[src/rtl/flow_pkg.sv]
package flow_pkg;
  localparam int unsigned INSN_W = 13;

  localparam logic [INSN_W-1:0] OP_SLEEP = 13'h0003;
  localparam logic [INSN_W-1:0] OP_WDCLR = 13'h0004;
  localparam logic [INSN_W-1:0] OP_IEN   = 13'h0010;
  localparam logic [INSN_W-1:0] OP_IDIS  = 13'h0011;
  localparam logic [INSN_W-1:0] OP_RET   = 13'h0012;
  localparam logic [INSN_W-1:0] OP_RETI  = 13'h0013;
  localparam logic [2:0]        CALL_PFX = 3'b100;

  typedef struct packed {
    logic call;
    logic ret;
    logic reti;
    logic ien;
    logic idis;
    logic sleep;
    logic wdclr;
  } flow_dec_t;
endpackage

[src/rtl/insn_flow_dec.sv]
module insn_flow_dec
  import flow_pkg::*;
(
  input  logic [INSN_W-1:0] instr_i,
  output flow_dec_t         dec_o
);
  always_comb begin
    dec_o       = '0;
    dec_o.call  = (instr_i[INSN_W-1 -: 3] == CALL_PFX);
    dec_o.ret   = (instr_i == OP_RET);
    dec_o.reti  = (instr_i == OP_RETI);
    dec_o.ien   = (instr_i == OP_IEN);
    dec_o.idis  = (instr_i == OP_IDIS);
    dec_o.sleep = (instr_i == OP_SLEEP);
    dec_o.wdclr = (instr_i == OP_WDCLR);
  end
endmodule

[src/rtl/icyc_phase.sv]
module icyc_phase (
  input  logic clk_i,
  input  logic rst_ni,
  input  logic run_i,
  output logic phase_o
);
  logic phase_q;

  always_ff @(posedge clk_i or negedge rst_ni) begin
    if (!rst_ni)    phase_q <= 1'b0;
    else if (run_i) phase_q <= ~phase_q;
  end

  assign phase_o = phase_q;


  phase_alt_chk: assert property (@(posedge clk_i) disable iff (!rst_ni)
    run_i |=> (phase_q != $past(phase_q)));
endmodule

[src/rtl/ret_stack.sv]
module ret_stack #(
  parameter int unsigned AW    = 10,
  parameter int unsigned DEPTH = 8
) (
  input  logic          clk_i,
  input  logic          rst_ni,
  input  logic          push_i,
  input  logic          pop_i,
  input  logic [AW-1:0] push_data_i,
  output logic [AW-1:0] top_o
);
  localparam int unsigned PW = (DEPTH > 1) ? $clog2(DEPTH) : 1;
  localparam int unsigned CW = $clog2(DEPTH + 1);

  logic [AW-1:0] mem_q [DEPTH];
  logic [PW-1:0] ptr_q, ptr_next, ptr_prev;
  logic [CW-1:0] cnt_q;
  logic          empty, full;

  assign empty    = (cnt_q == '0);
  assign full     = (cnt_q == CW'(DEPTH));
  assign ptr_next = (ptr_q == PW'(DEPTH - 1)) ? '0 : ptr_q + 1'b1;
  assign ptr_prev = (ptr_q == '0) ? PW'(DEPTH - 1) : ptr_q - 1'b1;
  assign top_o    = empty ? '0 : mem_q[ptr_prev];

  always_ff @(posedge clk_i or negedge rst_ni) begin
    if (!rst_ni) begin
      ptr_q <= '0;
      cnt_q <= '0;
      for (int i = 0; i < DEPTH; i++) mem_q[i] <= '0;
    end else if (push_i) begin
      mem_q[ptr_q] <= push_data_i;
      ptr_q        <= ptr_next;
      if (!full) cnt_q <= cnt_q + 1'b1;
    end else if (pop_i && !empty) begin
      ptr_q <= ptr_prev;
      cnt_q <= cnt_q - 1'b1;
    end
  end


  push_nonempty_chk: assert property (@(posedge clk_i) disable iff (!rst_ni)
    push_i |=> !empty);

  cnt_bound_chk: assert property (@(posedge clk_i) disable iff (!rst_ni)
    cnt_q <= CW'(DEPTH));
endmodule

[src/rtl/insn_flow_ctrl.sv]
module insn_flow_ctrl
  import flow_pkg::*;
#(
  parameter int unsigned PC_W      = 10,
  parameter int unsigned STK_DEPTH = 8
) (
  input  logic              clk_i,
  input  logic              rst_ni,
  input  logic [INSN_W-1:0] instr_i,
  input  logic              pc_wr_i,
  input  logic [PC_W-1:0]   pc_wdata_i,
  output logic [PC_W-1:0]   fetch_addr_o,
  output logic              exec_o,
  output logic              int_en_o,
  output logic              sleep_o,
  output logic              wdt_clr_o
);
  flow_dec_t       dec;
  logic            phase;
  logic            sleep_q, bubble_q, ie_q;
  logic [PC_W-1:0] pc_q, tgt_q, pc_inc, stk_top, target;
  logic            exec, redirect;

  insn_flow_dec u_dec (
    .instr_i (instr_i),
    .dec_o   (dec)
  );

  icyc_phase u_phase (
    .clk_i   (clk_i),
    .rst_ni  (rst_ni),
    .run_i   (!sleep_q),
    .phase_o (phase)
  );

  ret_stack #(.AW(PC_W), .DEPTH(STK_DEPTH)) u_stack (
    .clk_i       (clk_i),
    .rst_ni      (rst_ni),
    .push_i      (exec && dec.call),
    .pop_i       (exec && (dec.ret || dec.reti)),
    .push_data_i (pc_inc),
    .top_o       (stk_top)
  );

  assign exec     = phase && !bubble_q && !sleep_q;
  assign pc_inc   = pc_q + 1'b1;
  assign redirect = pc_wr_i || dec.call || dec.ret || dec.reti;

  always_comb begin
    if (pc_wr_i)       target = pc_wdata_i;
    else if (dec.call) target = instr_i[PC_W-1:0];
    else               target = stk_top;
  end

  always_ff @(posedge clk_i or negedge rst_ni) begin
    if (!rst_ni) begin
      pc_q     <= '0;
      tgt_q    <= '0;
      bubble_q <= 1'b0;
    end else if (exec) begin
      pc_q <= pc_inc;
      if (redirect) begin
        tgt_q    <= target;
        bubble_q <= 1'b1;
      end
    end else if (phase && bubble_q && !sleep_q) begin
      pc_q     <= tgt_q;
      bubble_q <= 1'b0;
    end
  end

  always_ff @(posedge clk_i or negedge rst_ni) begin
    if (!rst_ni) begin
      ie_q    <= 1'b0;
      sleep_q <= 1'b0;
    end else if (exec) begin
      if (dec.ien || dec.reti) ie_q <= 1'b1;
      else if (dec.idis)       ie_q <= 1'b0;
      if (dec.sleep) sleep_q <= 1'b1;
    end
  end

  assign fetch_addr_o = pc_q;
  assign exec_o       = exec;
  assign int_en_o     = ie_q;
  assign sleep_o      = sleep_q;
  assign wdt_clr_o    = exec && (dec.sleep || dec.wdclr);


  exec_gap_chk: assert property (@(posedge clk_i) disable iff (!rst_ni)
    exec_o |=> !exec_o);

  redirect_bubble_chk: assert property (@(posedge clk_i) disable iff (!rst_ni)
    (exec_o && redirect) |=> (bubble_q && !exec_o));

  bubble_hold_chk: assert property (@(posedge clk_i) disable iff (!rst_ni)
    (bubble_q && !exec_o) |=> ($stable(ie_q) && !sleep_q));

  ien_set_chk: assert property (@(posedge clk_i) disable iff (!rst_ni)
    (exec_o && dec.ien) |=> int_en_o);

  sleep_freeze_chk: assert property (@(posedge clk_i) disable iff (!rst_ni)
    sleep_q |=> ($stable(pc_q) && sleep_q && !exec_o));
endmodule

[config.mk]
export PLATFORM = sky130hd
export DESIGN_NAME = insn_flow_ctrl
export DESIGN_NICKNAME = d
export VERILOG_FILES = /design/src/rtl/flow_pkg.sv /design/src/rtl/insn_flow_dec.sv /design/src/rtl/icyc_phase.sv /design/src/rtl/ret_stack.sv /design/src/rtl/insn_flow_ctrl.sv
export SDC_FILE = /design/constraint.sdc
export NUM_CORES = 1
export LEC_CHECK = 0
export ABC_CLOCK_PERIOD_IN_PS = 2400
export BUFFER_PORTS_ARGS = -buffer_cell sky130_fd_sc_hd__buf_2
export CORE_MARGIN = 5
export CORE_UTILIZATION = 55
export DETAILED_ROUTE_END_ITERATION = 16
export PLACE_DENSITY_LB_ADDON = 0.2
export SLEW_MARGIN = 20
export SYNTH_ARGS = -nofsm -noshare
export SYNTH_HDL_FRONTEND = slang
export SYNTH_SLANG_ARGS = --single-unit
[constraint.sdc]
create_clock -name clk_i -period 2.4 [get_ports clk_i]
set_input_delay 0.12 -clock clk_i [delete_from_list [all_inputs] [get_ports clk_i]]
set_output_delay 0.12 -clock clk_i [all_outputs]
set_load 0.005 [all_outputs]
After elaboration in Yosys (flattened, before gate mapping) --
Index checks and enable logic that the tools add are counted.
Operators by class: $add $sub $neg 5, $lt $le $gt $ge 3, eq/ne operators 11, mux-type cells 23, bitwise gates (word level) 3, reduce and logical (&&, ||, !) cells 28
Operator list (number):
- $bwmux 80 | 1
- $mux 10 | 8
- $eq 13x5->1 const B | 4
- $bmux 10 s3 | 1
- $demux 10 s3 | 1
- $eq 13x2->1 const B | 1
- $eq 13x3->1 const B | 1
- $mux 3 | 4
- $mux 4 | 3
- $add 10x1->10 const B | 1
- $reduce_and 2->1 | 5
- $logic_and 1x1->1 | 9
- $ge 4x4->1 const B | 2
- $not 3->4 | 2
- $eq 3x3->1 const B | 2
- $logic_or 1x1->1 | 6
- $reduce_bool 2->1 | 3
- $mux 1 | 5
- $add 4x1->4 const B | 1
- $eq 4x4->1 const B | 1
- $logic_not 4->1 | 1
- $lt 4x1->1 const B | 1
- $sub 4x1->4 const B | 1
- $add 3x1->3 const B | 1
- other kinds (6) | 8
Storage, ports and cells: flip-flop bits (word level) 111, input bits 26, output and inout bits 14

Longest topological paths before layout --
Gate-level depths: netlist of run 1.
depth after elaboration 9, depth in mapped cells 11, mapped depth without buffers 9

Cells and area by module --
Synthesis of run 1 repeated with hierarchy kept, for this count alone.
Unflattened totals: cells, all modules 493, area total of the unflattened synthesis 5924.4 µm²
By module, submodules not included:
- ret_stack | instances 1, cells each 313, area each 4212.8 µm², sequential area each 2177.1 µm²
- insn_flow_ctrl | instances 1, cells each 162, area each 1554.0 µm², sequential area each 575.6 µm²
- insn_flow_dec | instances 1, cells each 16, area each 123.9 µm², sequential area each 0.0 µm²
- icyc_phase | instances 1, cells each 2, area each 33.8 µm², sequential area each 25.0 µm²

Least setup slack after synthesis of run 1 --
OpenSTA, ideal clock, no wires.
path kind flip-flop to flip-flop, from register u_stack.ptr_q[0], to register tgt_q[4], library setup time 126 ps, arrival 2298 ps, required time 2274 ps, slack -24 ps, cell stages (with the launch flop) 11, period minus slack after synthesis 2424 ps, cell sequence dfrtp_1 > buf_2 > inv_1 > ha_1 > buf_2 > buf_1 > mux2i_1 > nand2_1 > a21oi_1 > o32ai_1 > a221o_1
On the way: word-level cells in the longest chain between the ends 9, elaborated cells on any way between the ends 10, classes of those cells add/sub: 1; mux: 7; bitwise: 1; reduce/logical: 1
Ends and longest elaborated chain:
- start, declared | line ret_stack.sv:16 | logic [PW-1:0] ptr_q, ptr_next, ptr_prev;
- start signal, assigned | line ret_stack.sv:33 | ptr_q <= ptr_next;
- start signal, assigned | line ret_stack.sv:36 | ptr_q <= ptr_prev;
- $sub 3x1->3 or $logic_not 3->1 (tied branches) | line ret_stack.sv:23 | assign ptr_prev = (ptr_q == '0) ? PW'(DEPTH - 1) : ptr_q - 1'b1;
- $mux 3 (*) | line ret_stack.sv:23
- $not 3->4 (implied by the code) (*) | line ret_stack.sv:24 | assign top_o = empty ? '0 : mem_q[ptr_prev];
- $bmux 10 s3 (*) | line ret_stack.sv:24
- $mux 10 (implied by the code) (*) (2 in series) | line ret_stack.sv:24
- $mux 10 (*) | line ret_stack.sv:24
- $mux 10 (*) | line insn_flow_ctrl.sv:51 | else if (dec.call) target = instr_i[PC_W-1:0];
- $mux 10 (*) | line insn_flow_ctrl.sv:50 | if (pc_wr_i) target = pc_wdata_i;
- end signal, assigned | line insn_flow_ctrl.sv:63 | tgt_q <= target;
- end, declared | line insn_flow_ctrl.sv:21 | logic [PC_W-1:0] pc_q, tgt_q, pc_inc, stk_top, target;
Every way passes the cells marked *; elsewhere a longest branch is shown, timed or not. The select of a mux whose other input is x is not followed. A chain may end at the register's enable or synchronous reset.

Final worst setup path of run 1 --
from register sleep_q (netlist: sleep_o), to output port wdt_clr_o
On the way: word-level cells in the longest chain between the ends 3
Ends and longest elaborated chain:
- start, declared | line insn_flow_ctrl.sv:20 | logic sleep_q, bubble_q, ie_q;
- start signal, assigned | line insn_flow_ctrl.sv:75 | sleep_q <= 1'b0;
- start signal, assigned | line insn_flow_ctrl.sv:79 | if (dec.sleep) sleep_q <= 1'b1;
- $logic_not 1->1 | line insn_flow_ctrl.sv:45 | assign exec = phase && !bubble_q && !sleep_q;
- $logic_and 1x1->1 | line insn_flow_ctrl.sv:45
- $logic_and 1x1->1 | line insn_flow_ctrl.sv:87 | assign wdt_clr_o = exec && (dec.sleep || dec.wdclr);
- end, declared | line insn_flow_ctrl.sv:16 | output logic wdt_clr_o
Every way passes these cells.

==> results of run 1 <==
[worst max path at each step]
stage / startpoint / end / cells past startpoint
global placement: u_stack.ptr_q[0] / tgt_q[9] / 8
floorplan: u_stack.ptr_q[0] / tgt_q[0] / 10
global route: sleep_o / wdt_clr_o / 5
finish: sleep_o / wdt_clr_o / 5
detailed placement: u_stack.ptr_q[0] / tgt_q[9] / 8
CTS: u_stack.ptr_q[0] / tgt_q[9] / 8
[metrics by stage]
| stage | worst slack [ns] | total power, uW | area (um^2) | utilization [%] |
|---|---|---|---|---|
| after CTS | 0.101 | 3330 | 6310 | 62.2 |
| after floorplan | 0.0526 | 2030 | 5630 | - |
| after global routing | 0.0163 | 3450 | 6310 | 62.2 |
| final | 0.121 | 3300 | 6310 | 62.2 |
| after global placement | 0.216 | 2140 | 6050 | 59.7 |
| after detailed placement | 0.141 | 2140 | 6050 | 59.7 |
[cell usage in the layout (no fill, tap or decap), types with 2 or more instances in the layout]
| master | Yosys | layout |
|---|---|---|
| nor3_1 | 3 | 3 |
| mux2_2 | 10 | 10 |
| o21ai_0 | 63 | 63 |
| mux2i_1 | 28 | 28 |
| a21o_1 | 2 | 2 |
| dfrtp_1 | 111 | 111 |
| nand2b_1 | 20 | 20 |
| ha_1 | 7 | 7 |
| o211ai_1 | 3 | 3 |
| a22oi_1 | 4 | 4 |
| xnor2_1 | 4 | 4 |
| buf_4 | 5 | 31 |
| o21ai_1 | 7 | 7 |
| nor4_1 | 3 | 3 |
| nor2_1 | 58 | 58 |
| o221ai_1 | 4 | 4 |
| a21oi_1 | 56 | 56 |
| inv_8 | 0 | 2 |
| a221oi_1 | 2 | 2 |
| buf_2 | 9 | 38 |
| xor2_1 | 6 | 6 |
| clkbuf_8 | 0 | 10 |
| clkinvlp_4 | 0 | 2 |
| nor4_4 | 2 | 2 |
| o32ai_1 | 8 | 8 |
| and2_1 | 3 | 3 |
| and3_1 | 5 | 5 |
| nand2_1 | 79 | 79 |
| nand3b_1 | 4 | 4 |
| inv_1 | 15 | 15 |
| nand3_2 | 2 | 2 |
| o31ai_1 | 2 | 2 |
| dlygate4sd3_1 | 0 | 4 |
| nand3_1 | 18 | 18 |
| a221o_1 | 8 | 8 |
[report_power, final]
group	switching, uW	internal [uW]
sequential	6.27	1870
combinational	145	83.4
clock	660	529
[synthesized netlist by cell type, types with 5 or more instances]
cell	number	area share [%]
a21oi_1	56	5.0
a221o_1	8	1.4
and3_1	5	0.56
buf_2	9	0.80
buf_4	5	0.67
clkbuf_1	19	1.3
dfrtp_1	111	49
ha_1	7	1.6
inv_1	15	1.0
mux2_2	10	2.0
mux2i_1	28	5.0
nand2_1	79	5.3
nand2b_1	20	2.2
nand3_1	18	1.6
nor2_1	58	3.9
o21ai_0	63	5.6
o21ai_1	7	0.62
o32ai_1	8	1.2
xor2_1	6	0.93
[layer usage]
metal / vias up / track usage [%]
met5: - / 0
met4: 0 / 5.84
li1: 2181 / -
met1: 2152 / 31.6
met3: 11 / 4.37
met2: 106 / 35.1
[sequential cells by signal, summed over array words and instances (netlist names)]
| name | cells |
|---|---|
| fetch_addr_o | 10 |
| tgt_q | 10 |
| sleep_o | 1 |
| int_en_o | 1 |
| u_phase.phase_o | 1 |
| u_stack.mem_q | 80 |
| u_stack.cnt_q | 4 |
| bubble_q | 1 |
| u_stack.ptr_q | 3 |
[timing repair]
| item | 4_1_cts | 5_1_grt |
|---|---|---|
| gates resized for setup | 0 | 1 |
| endpoints found under the setup margin | 0 | 1 |
| hold endpoints to repair | 48 | 0 |
| hold buffers | 4 | 0 |
[final cells by class]
class                      instances  area share, %
sequential                       111           44.0
multi-input combinational        432           41.2
timing repair buffer              74           7.65
tap                              136           2.70
clock buffer                      10           2.18
clock inverter                     6           1.21
inverter                          16           1.03
[logic make-up after synthesis]
group | Yosys count | synth area share, %
AND/OR/NAND/NOR | 209 | 18.2
AO/OA/AOI/OAI | 167 | 17.5
flip-flops | 111 | 49.4
buffers and inverters | 53 | 4.43
multiplexers | 38 | 6.98
XOR/XNOR | 10 | 1.56
adder cells (fa/ha/maj) | 8 | 1.91
[worst register-to-register path, stage by stage, from the launching register on]
cell and delay (ns):
dfrtp_1 0.43, or3b_1 0.46, buf_4 0.23, clkinv_4 0.11
nand4b_2 0.11, o21a_4 0.27, nor4_4 0.36, a221o_1 0.25
==> metrics, run 1 <==
status finished, final reports clean; Critical Path AT 2.16 ns; area of the multi-input gates approximately 2600 um^2; EDFF count, synth 0; non-filler instance count after layout ~790; CTS H-Tree Depth 3; RR Startpoint sleep_o; first-pass GRT wire length about 22,000 um; CTS clk-pin slew, worst paths ~0.10 ns; setup bufs post-CTS 0; num rows 37; final WL 13,000 um; crit end category output pin; die height around 110 um; Avg Inst Size Synth ~9.4 um^2; CP max-delay cell or3b_1; distinct cell type count after synthesis between 50 and 60; final setup violating endpoints 0; Slew headroom between 40% and 50%; Root Driver clkbuf_8; Post-Syn Area 5630 um^2; Max VDD drop approximately 370 uV; clk_lat worst skew approximately 0.38 ns; DR WL met3 756 um; DR WL/cell roughly 17 um; number of diodes 0; CTS Buf Count 9; initial antenna violation count 0; Startpoint Class register; leakage power between 0.002 and 0.003 uW; routed length on met2 approximately 6000 um; pwr dens roughly 520 nW/um^2; worst hold slack between 0.05 and 0.06 ns; highest clock rate 0.439 GHz; final setup TNS 0 ns; hold crit path type in -> reg; R2R depth 7; max-slew violation count 0; Async S/R FF share, synth 100%; Clock Path Buffers 2; Vias 4,450; fin crit period ~2.3 ns; Post-Synthesis Cells between 500 and 600; FF-to-FF setup slack about 0.13 ns; DRC 0; DRT antenna net count 0; reg2reg end tgt_q[6]; Worst Skew between 0.01 and 0.015 ns; Crit path max-delay family simple AND/OR/NAND/NOR gates; Net Count, Synth 630; CTS tree built; GP Congestion approximately 0.86; Req. time, crit path approximately 2.3 ns; # fillers ~880; initial core utilization a little under three fifths; M1 wire length between 6000 and 7000 um; CP cell instances or3b_1, buf_4, or3_1, nor3_1, buf_2; fin crit share 95.0%; Nets between 600 and 700; drt first-iter violations between 300 and 400; Top Layer Used met4; RSZ-0062 raised after global routing false; CP Buf/Inv Count 2; max-cap viol count 0; CP max stage delay 0.46 ns; Post-DP HPWL 9590 um; # placed instances 765; Die ar. between 10,000 and 15,000 um^2; Final Hold Fails 0; register area share after synthesis 49.4%; drt first pass iters 4; GRT Overall Usage between 20 and 25%; Crit Path Max Fanout 9; Clock Sinks between 100 and 150; vias in the first global route approximately 4,400; I/O Pins 40; Setup Crit Path Kind reg -> out; core region area around 10,000 um^2; via/cell ratio about 5.7; hold_sp instr_i[1]; share of cells above drive strength 1 16.5%; Hold Path Sink int_en_o; Area Growth Syn to Fin 12.2%; worst slew pin tran roughly 0.85 ns; YS warnings 0; largest net degree at the start of global routing 66; register area approximately 2800 um^2; top_reg_cell synth dfrtp_1; IO Port Bufs 39; worst hold stages 3; die width 111 um; grt total ovfl 0; FF+latch count, synth between 100 and 150
No activity file was read; power rests on OpenSTA's default activity.
==> run 2: changes to the inputs <==
--- a/config.mk
+++ b/config.mk
@@ -5,12 +5,14 @@
 export SDC_FILE = /design/constraint.sdc
 export NUM_CORES = 1
 export LEC_CHECK = 0
+export ABC_AREA = 1
 export ABC_CLOCK_PERIOD_IN_PS = 2400
 export BUFFER_PORTS_ARGS = -buffer_cell sky130_fd_sc_hd__buf_2
 export CORE_MARGIN = 5
 export CORE_UTILIZATION = 55
 export DETAILED_ROUTE_END_ITERATION = 16
 export PLACE_DENSITY_LB_ADDON = 0.2
+export SETUP_SLACK_MARGIN = 0.5
 export SLEW_MARGIN = 20
 export SYNTH_ARGS = -nofsm -noshare
 export SYNTH_HDL_FRONTEND = slang
==> metrics, run 2 <==
status finished, final reports clean (unchanged); commonest non-fill, non-tap cell in the layout nand2_1 (was dfrtp_1); combinational share of power 3.6% (was 6.9%); hold_sp instr_i[1] (unchanged); final WL 15,800 um (was 13,000 um); highest clock rate 0.553 GHz (was 0.439 GHz); Max VDD drop 375 uV (was 367 uV); register area share after synthesis 47.8% (was 49.4%); top_reg_cell synth dfrtp_1 (unchanged); final core occ 65.1% (was 62.2%); cell mode on critical path nand2_1; # placed instances 939 (was 765); Hold Path Sink int_en_o (unchanged); Critical Path AT 2.09 ns (was 2.16 ns); Area Growth Syn to Fin 15.7% (was 12.2%); Net Count, Synth 818 (was 630); vias in the first global route 5,233 (was 4,418); Async S/R FF share, synth 100% (unchanged); EDFF count, synth 0 (unchanged); Clock Path Buffers 2 (unchanged); Setup Crit Path Kind reg -> reg (was reg -> out); via/cell ratio 5.57 (was 5.67); CTS tree built (unchanged); hold crit path type in -> reg (unchanged); Worst Skew 0.0135 ns (was 0.0123 ns); Avg Inst Size Synth 7.41 um^2 (was 9.44 um^2); pwr dens 448 nW/um^2 (was 523 nW/um^2); Flop pwr share 62.0% (was 57.0%); FF-to-FF setup slack 0.59 ns (was 0.13 ns); RR Startpoint sleep_o (unchanged); Vias 5,399 (was 4,450); most frequent cells in the layout 287 x nand2_1, 111 x dfrtp_1, 96 x nand3_1 (was 111 x dfrtp_1, 79 x nand2_1, 63 x o21ai_0); DRC 0 (unchanged); die height 113 um (was 111 um); Req. time, crit path 2.68 ns (was 2.28 ns); number of diodes 0 (unchanged); core region area 10,300 um^2 (was 10,100 um^2); largest net degree at the start of global routing 55 (was 66); share of the synthesized area in the top cell type 47.8% (was 49.4%); initial core utilization 56.3% (was 55.5%); CTS clk-pin slew, worst paths 0.10 ns (about the same); worst hold stages 3 (unchanged); Place WS 0.295 ns (was 0.141 ns); Synth area leaders dfrtp_1 48%, nand2_1 19%, nand3_1 8.7% (was dfrtp_1 49%, o21ai_0 5.6%, nand2_1 5.3%); R2R depth 13 (was 7); count leader, synth nand2_1 (was dfrtp_1); Die ar. 12,700 um^2 (was 12,400 um^2); GP Congestion 0.908 (was 0.862); reg2reg end u_stack.cnt_q[3] (was tgt_q[6]); Post-Syn Area 5810 um^2 (was 5630 um^2); post-route setup slack 0.590 ns (was 0.121 ns); Sw Share 23.6% (was 24.6%); distinct cell type count after synthesis 29 (was 56); final setup violating endpoints 0 (unchanged); # fillers 895 (was 875); DR WL/cell 16.3 um (was 16.5 um); max-cap viol count 0 (unchanged); GRT Overall Usage 25.6% (was 22.2%); Slew headroom 53.6% (was 43.1%); area of the multi-input gates 2820 um^2 (was 2600 um^2); P_int 2300 uW (was 2490 uW); CP max-delay cell dfrtp_1 (was or3b_1); Post-DP HPWL 10,300 um (was 9590 um); initial antenna violation count 0 (unchanged); Nets 864 (was 678); first-pass GRT wire length 26,200 um (was 22,400 um); drt first pass iters 5 (was 4); RSZ-0062 raised after global routing true (was false); FF+latch count, synth 111 (unchanged); Post-Synthesis Cells 784 (was 596); clk_lat worst skew 0.39 ns (was 0.38 ns); IO Port Bufs 39 (unchanged); YS warnings 0 (unchanged); fin crit share 75.4% (was 95.0%); Final Hold Fails 0 (unchanged); CP max stage delay 0.42 ns (was 0.46 ns); switching power 711 uW (was 812 uW); CP cell instances inv_2, nand2_8, nor2_8, nand2_8, ha_1, nand2_1, nor2_1, nor2_1, inv_1, nand2_1, nand2_1, nand3_1, nand2_1 (was or3b_1, buf_4, or3_1, nor3_1, buf_2); CTS H-Tree Depth 3 (unchanged); fin crit period 1.81 ns (was 2.28 ns); die width 113 um (was 111 um); Clk pwr share 34.4% (was 36.1%); CTS Buf Count 9 (unchanged); Post-synth top cells 295 x nand2_1, 111 x dfrtp_1, 101 x nand3_1, 59 x inv_1, 48 x o21ai_1 (was 111 x dfrtp_1, 79 x nand2_1, 63 x o21ai_0, 58 x nor2_1, 56 x a21oi_1); max-slew violation count 0 (unchanged); grt total ovfl 0 (unchanged); Largest register FFs 80 (unchanged); DRT antenna net count 0 (unchanged); Root Driver clkbuf_8 (unchanged); drt first-iter violations 579 (was 388); worst slew pin tran 0.694 ns (was 0.848 ns); Crit Path Max Fanout 6 (was 9); Startpoint Class register (unchanged); Reg with most FFs u_stack.mem_q (unchanged); leakage power 0.00327 uW (was 0.00286 uW); non-filler instance count after layout 970 (was 785); cell taking the most area after synthesis dfrtp_1 (unchanged); share of cells above drive strength 1 15.7% (was 16.5%); Clock Sinks 111 (unchanged); final setup TNS 0 ns (unchanged); crit end category register (was output pin); I/O Pins 40 (unchanged); num rows 37 (unchanged); register area 2780 um^2 (unchanged)
-- run 2: cell types whose count changed in the layout (fill, tap and decap cells not counted), moves of 20 or more --
| cell | previous run | this run |
|---|---|---|
| o21ai_1 | 7 | 47 |
| nand2_1 | 79 | 287 |
| nand2b_1 | 20 | 0 |
| a21oi_1 | 56 | 3 |
| o21ai_0 | 63 | 36 |
| nand3_1 | 18 | 96 |
| inv_1 | 15 | 53 |
| mux2i_1 | 28 | 0 |
-- run 2: area by class of cell --
cell class,count,share of cell area (%)
multi-input combinational,574,42.0
sequential,111,41.3
timing repair buffer,67,7.57
inverter,67,4.09
tap,136,2.53
clock buffer,10,2.05
clock inverter,5,0.502
-- run 2: cell families (layout without fill, tap and decap cells) --
group	count (synthesis)	count (layout)	synth area share (%)
DFF	111	111	47.8
AOI/OAI and AO/OA	96	96	8.67
xor gates and xnor gates	8	8	1.21
buffers and inverters	100	149	6.97
adders and majority gates	8	8	1.85
and+or+nand+nor	461	462	33.5
-- run 2: worst max-delay path: cells and delay by family (launching register included) --
kind	cells	cell delay [ns]
adder cells (fa/ha/maj)	1	0.28
buffers and inverters	2	0.17
flip-flops	1	0.42
AND/OR/NAND/NOR	10	0.82
-- run 2: worst max-delay path by stage --
stage                           startpoint                end  slack (ns)  cells past startpoint
after floorplan           u_stack.ptr_q[0]           tgt_q[2]        0.50                     17
after global placement             sleep_o   u_stack.cnt_q[3]        0.37                      8
after detailed placement           sleep_o  u_stack.mem_q[37]        0.30                      7
after CTS                 u_stack.ptr_q[0]           tgt_q[2]        0.48                     14
after global routing       fetch_addr_o[0]   u_stack.mem_q[9]        0.42                     10
final                              sleep_o   u_stack.cnt_q[3]        0.59                     13
-- run 2: power by group through the flow --
stage | Clock [uW] | Sequential [uW] | Combinational [uW]
6_report | 1040 | 1870 | 108
5_1_grt | 1140 | 1870 | 128
4_1_cts | 1060 | 1870 | 109
3_5_place_dp | 0 | 1910 | 107
3_3_place_gp | 0 | 1910 | 107
2_1_floorplan | 0 | 1910 | 33.8
-- run 2: routing by layer --
layer | vias to the layer above | track usage, % | routed length, um
met5 | - | 0 | 0
met4 | 0 | 8.57 | 347
met3 | 30 | 5.56 | 1150
met2 | 247 | 41.5 | 7550
met1 | 2534 | 34.2 | 6790
li1 | 2588 | - | -
-- run 2: timing repair --
item                                    CTS  global route
cloned                                    1             3
resized for setup                        17            38
setup buffers                             3             8
hold endpoints to repair                 29             0
pin swaps                                 1             6
hold buffers                              1             0
endpoints found under the setup margin   34            40
-- run 2: through the flow --
step / hold WS, ns / total power (uW) / instance area (um^2)
after floorplan: -0.176 / 1940 / 5900
after global placement: 0.0782 / 2010 / 6150
after detailed placement: 0.0828 / 2010 / 6150
after CTS: 0.0560 / 3040 / 6440
after global routing: 0.0679 / 3140 / 6730
final: 0.0662 / 3010 / 6730
